--- config.mk ---
export PLATFORM = sky130hd
export DESIGN_NAME = memseq_game
export DESIGN_NICKNAME = d
export VERILOG_FILES = /design/src/rtl/memseq_game.sv
export SDC_FILE = /design/constraint.sdc
export NUM_CORES = 1
export LEC_CHECK = 0
export BUFFER_PORTS_ARGS = -buffer_cell sky130_fd_sc_hd__buf_2
export CAP_MARGIN = 20
export CORE_UTILIZATION = 45
export DETAILED_ROUTE_END_ITERATION = 6
export HOLD_SLACK_MARGIN = 0.05
export PLACE_DENSITY = 0.73
export SETUP_SLACK_MARGIN = 0.4
export SYNTH_ARGS = -nofsm -noshare
export SYNTH_HDL_FRONTEND = slang
export SYNTH_SLANG_ARGS = --single-unit
--- constraint.sdc ---
create_clock -name clk -period 2.4 [get_ports clk]
set_input_delay 0.48 -clock clk [delete_from_list [all_inputs] [get_ports clk]]
set_output_delay 0.48 -clock clk [all_outputs]
set_load 0.03 [all_outputs]
--- src/rtl/memseq_game.sv ---
module memseq_game #(
  parameter int SHOW_TICKS = 400,
  parameter int GAP_TICKS  = 100,
  parameter int HOLD_TICKS = 300,
  parameter int WIN_SCORE  = 15,
  localparam int SW   = $clog2(WIN_SCORE + 1),
  localparam int MAXT = (SHOW_TICKS > GAP_TICKS) ?
                        ((SHOW_TICKS > HOLD_TICKS) ? SHOW_TICKS : HOLD_TICKS) :
                        ((GAP_TICKS > HOLD_TICKS) ? GAP_TICKS : HOLD_TICKS),
  localparam int CW   = $clog2(MAXT + 1)
) (
  input  logic          clk,
  input  logic          rst_n,
  input  logic          tick,
  input  logic          start,
  input  logic [3:0]    btn,
  output logic [3:0]    led,
  output logic          waiting,
  output logic          won,
  output logic          lost,
  output logic [SW-1:0] score
);

  typedef enum logic [2:0] {
    S_IDLE, S_SHOW, S_WAIT, S_HOLD, S_CHECK, S_LOST, S_WON
  } st_t;

  st_t           st;
  logic [SW-1:0] idx;
  logic [CW-1:0] cnt;
  logic          lit;
  logic [3:0]    guess;
  logic [CW-1:0] lim;
  logic          last;
  logic [3:0]    expect_led;

  assign expect_led = 4'b0001 << idx[1:0];

  always_comb begin
    if (st == S_HOLD)  lim = CW'(HOLD_TICKS - 1);
    else if (lit)      lim = CW'(SHOW_TICKS - 1);
    else               lim = CW'(GAP_TICKS - 1);
  end

  assign last = tick && (cnt == lim);

  always_ff @(posedge clk) begin
    if (!rst_n) begin
      st    <= S_IDLE;
      score <= '0;
      idx   <= '0;
      cnt   <= '0;
      lit   <= 1'b0;
      guess <= '0;
    end else begin
      case (st)
        S_IDLE: if (start) begin
          st  <= S_SHOW;
          idx <= '0;
          cnt <= '0;
          lit <= 1'b1;
        end
        S_SHOW: if (tick) begin
          if (last) begin
            cnt <= '0;
            if (lit) lit <= 1'b0;
            else if (idx == score) begin
              idx <= '0;
              st  <= S_WAIT;
            end else begin
              idx <= idx + 1'b1;
              lit <= 1'b1;
            end
          end else cnt <= cnt + 1'b1;
        end
        S_WAIT: if (|btn) begin
          guess <= btn;
          cnt   <= '0;
          st    <= S_HOLD;
        end
        S_HOLD: if (tick) begin
          if (last) begin
            cnt <= '0;
            st  <= S_CHECK;
          end else cnt <= cnt + 1'b1;
        end
        S_CHECK: begin
          if (guess != expect_led) st <= S_LOST;
          else if (idx != score) begin
            idx <= idx + 1'b1;
            st  <= S_WAIT;
          end else begin
            idx   <= '0;
            score <= score + 1'b1;
            if (score == SW'(WIN_SCORE - 1)) st <= S_WON;
            else begin
              st  <= S_SHOW;
              lit <= 1'b1;
              cnt <= '0;
            end
          end
        end
        default: st <= st;
      endcase
    end
  end

  assign led     = (st == S_SHOW && lit) ? expect_led :
                   (st == S_HOLD)        ? guess      : 4'b0000;
  assign waiting = (st == S_WAIT);
  assign won     = (st == S_WON);
  assign lost    = (st == S_LOST);

endmodule

==> run metrics <==
outcome finished, final reports clean; placement row count 21; count of final max-slew check failures 0; number of antenna violations at the first check in global routing 0; die extent in y 62.8 microns; ys async rst share 0%; total power of the final layout 938 uW; Clk Tree Root Cell clkbuf_8; TritonCTS clock tree built; DIE AREA 3950 sq um; Routed WL 3.86 mm; TritonRoute pass-1 iters 4; leading register cell type out of synthesis dfxtp_1; CTS Hold Bufs 0; Post-Synthesis Cells 191; Net count, final 241; count of H-tree levels built during CTS 1; via density per instance 5.76; warning count from the yosys run 0; top-level port count 19; Post-synth EDFFs 0; data arrival time of the critical path 2.25 ns; number of non-filler instances in the completed layout 271; count of port buffers added during placement 18; maximum achievable frequency 486 MHz; setup total negative slack 0 ns; count of nets left with antenna violations after detail routing 0; nature of the critical path startpoint register; final hold viol count 0; setup-violating endpoint count in the final report 0; xor/xnor share of the synthesized area 9.47%; critical path class register to register; ratio of total power to cell area 432 nW/um^2; critical-path maximum fanout 6; final core occ 63.1%; layout overhead on the synthesized area 30.5%; TritonCTS Sinks 25; largest stage delay on the critical path 0.51 ns; die width 62.8 microns; worst hold stages 3; Register-to-Register Path Depth 8; Final Worst Setup Slack 0.341 ns; post-CTS clock slew at the launch and capture registers of the worst setup and hold paths 0.09 ns; dominant combinational cell family by area after synthesis simple AND/OR/NAND/NOR gates; capture instance of the worst register-to-register path idx[1]; HPWL after DPL 2.70 mm; global-route congestion overflow total 0; critical path cell sequence inv_4, ha_4, xnor2_2, nand4_1, a221oi_2, inv_2, or4b_1, a21oi_1; endpoint of the worst hold-timing path guess[3]; post-DR wirelength/cell 14.2 microns; Worst VDD drop 299 uV; sequential share of the synthesized area 30.1%; maximum number of pins on one net before global-route repair 15; antenna diode instance count 0; RD Place Congestion 0.855; worst hold path type primary input to register; Crit. End Element register; synthesized-area fraction occupied by ao, oa, aoi and oai cells 22.6%; Leak Pwr 0.000754 uW; final critical delay including setup and external delays 2.06 ns; initial core utilization 48.3%; Bufs on Longest Clock Path 2; CTS buffer count 3; unrepaired setup endpoints after global routing true; number of storage elements in the synthesis netlist 25; synthesized area divided by synthesized cell count 8.71 sq um; reg-to-reg setup timing slack 0.34 ns; Data required, critical path 2.59 ns; Std-Cell Core Area 3440 sq um; Hold Path Origin btn[3]; mux cell area share after synthesis 0.677%; worst slew margin relative to its limit 66.5%; worst slack at placement 0.189 ns; clock skew after layout 0.00919 ns; wire length of the first global-routing pass 6.62 mm; via total after detailed routing 1560; share of cells above drive strength 1 40.0%; vias in the first global route 1454; area fraction in and, or, nand and nor cells after synthesis 25.8%; Tightest Pin Transition 0.502 ns; cell at the slowest stage of the critical path or4b_1; overall global routing resource usage 20.8%; startpoint of the worst-slack reg-to-reg timing path idx[0]; clock latency of the later-clocked register in the worst-skew pair 0.27 ns; Post-route DRC 0; final cycle utilization of the critical path 85.8%; placed instance count 252; fraction of the mapped netlist area in adder cells 5.26%; post-synth cell types 51; net count after synthesis 206; Maximum Capacitance Violations 0; count of routing violations after the opening detailed-route iteration 81; cell area after synthesis 1660 sq um
==> worst max-delay path: cells and delay by family, from the launching register on <==
kind                     cells  cell delay (ns)
adder cells (fa/ha/maj)      1             0.16
XOR/XNOR                     1             0.17
AND/OR/NAND/NOR              2             0.66
AO/OA/AOI/OAI                2             0.42
buffers and inverters        2             0.17
flip-flops                   1             0.41
==> metal layers <==
metal,GRT usage [%],vias up,part of all wire [%]
li1,-,770,-
met1,28.0,736,47
met2,34.1,45,47
met3,2.55,9,4.5
met4,6.69,0,1.6
met5,0,-,0
==> cells by family (layout without fill, tap and decap cells) <==
family,count (synthesis),after routing
simple gates,75,75
compound gates,48,48
flops,25,25
xor+xnor,18,18
buf+inv,17,51
fa+ha+maj,7,7
mux,1,1
==> layout make-up <==
class	instances	area [sq um]
Fill cell	284	1270
Multi-Input combinational cell	149	1250
Sequential cell	25	524
Timing Repair Buffer	39	260
Tap cell	46	57.6
Clock buffer	3	41.3
Inverter	8	32.5
Clock inverter	1	5.00
==> timing repair <==
| item | CTS | global route |
|---|---|---|
| buffers inserted | 7 | 8 |
| pin swaps | 10 | 7 |
| endpoints found under the setup margin | 14 | 20 |
| resized for setup | 18 | 19 |
==> sequential cells by signal, summed over array words and instances (netlist names) <==
register / cells
cnt: 9
guess: 4
idx: 4
score: 4
st: 3
lit: 1
==> Yosys cell counts (2+ instances only) <==
library cell	instances	area, sq um
o31ai_1	3	22.5
nor4_2	4	50.1
or3_1	2	12.5
clkbuf_1	3	11.3
nand3_1	8	40.0
a211oi_1	3	22.5
nand2b_1	4	25.0
a31oi_1	2	12.5
o21ai_0	7	35.0
ha_1	7	87.6
a21oi_1	8	40.0
buf_6	2	22.5
buf_2	2	10.0
nand2_1	10	37.5
o211ai_1	3	22.5
nor2_1	25	93.8
dfxtp_1	25	500
o41ai_2	2	32.5
nor3b_1	2	15.0
nand3b_1	3	22.5
nor3_1	3	15.0
and4_1	2	17.5
a22oi_1	8	60.1
nand4_1	3	18.8
xnor2_1	17	149
inv_1	8	30.0
==> per-stage QoR <==
stage                     cell area, sq um  hold WS (ns)
after floorplan                       1740         0.462
final                                 2170         0.479
after CTS                             2050         0.469
after global placement                1880         0.482
after global routing                  2170         0.490
after detailed placement              1880         0.490
==> where the power goes <==
part	leakage [uW]	internal [uW]	switching [uW]
Combinational	0.000520	99.7	143
Sequential	0.000208	429	21.1
Clock	0.0000255	116	130
Total	0.000754	644	294
==> how the worst max path moves through the flow <==
stage | startpoint | endpoint | slack (ns) | cells past startpoint
2_1_floorplan | idx[0] | idx[1] | 0.40 | 8
3_3_place_gp | idx[0] | idx[1] | 0.27 | 8
3_5_place_dp | idx[0] | idx[1] | 0.19 | 8
4_1_cts | idx[0] | idx[1] | 0.35 | 8
5_1_grt | idx[0] | idx[1] | 0.21 | 7
6_report | idx[0] | idx[1] | 0.34 | 8
==> layout by cell type (no fill, tap or decap), types with 2 or more instances in the layout <==
master / count
nor2_1: 24
xnor2_2: 5
nor3b_2: 2
ha_4: 3
dfxtp_4: 5
clkbuf_8: 3
xnor2_1: 12
inv_2: 2
nand4_1: 3
buf_2: 18
o211ai_1: 3
o31ai_1: 3
inv_1: 5
a22oi_1: 8
dfxtp_2: 4
o21ai_0: 6
nor3_2: 2
nand3_1: 8
a211oi_1: 3
ha_1: 3
buf_4: 20
nand2b_1: 4
nand3b_1: 3
nor4_4: 4
dfxtp_1: 16
o21ai_2: 2
nand2_1: 10
a21oi_1: 8
Power figures use the tool's default switching activity.
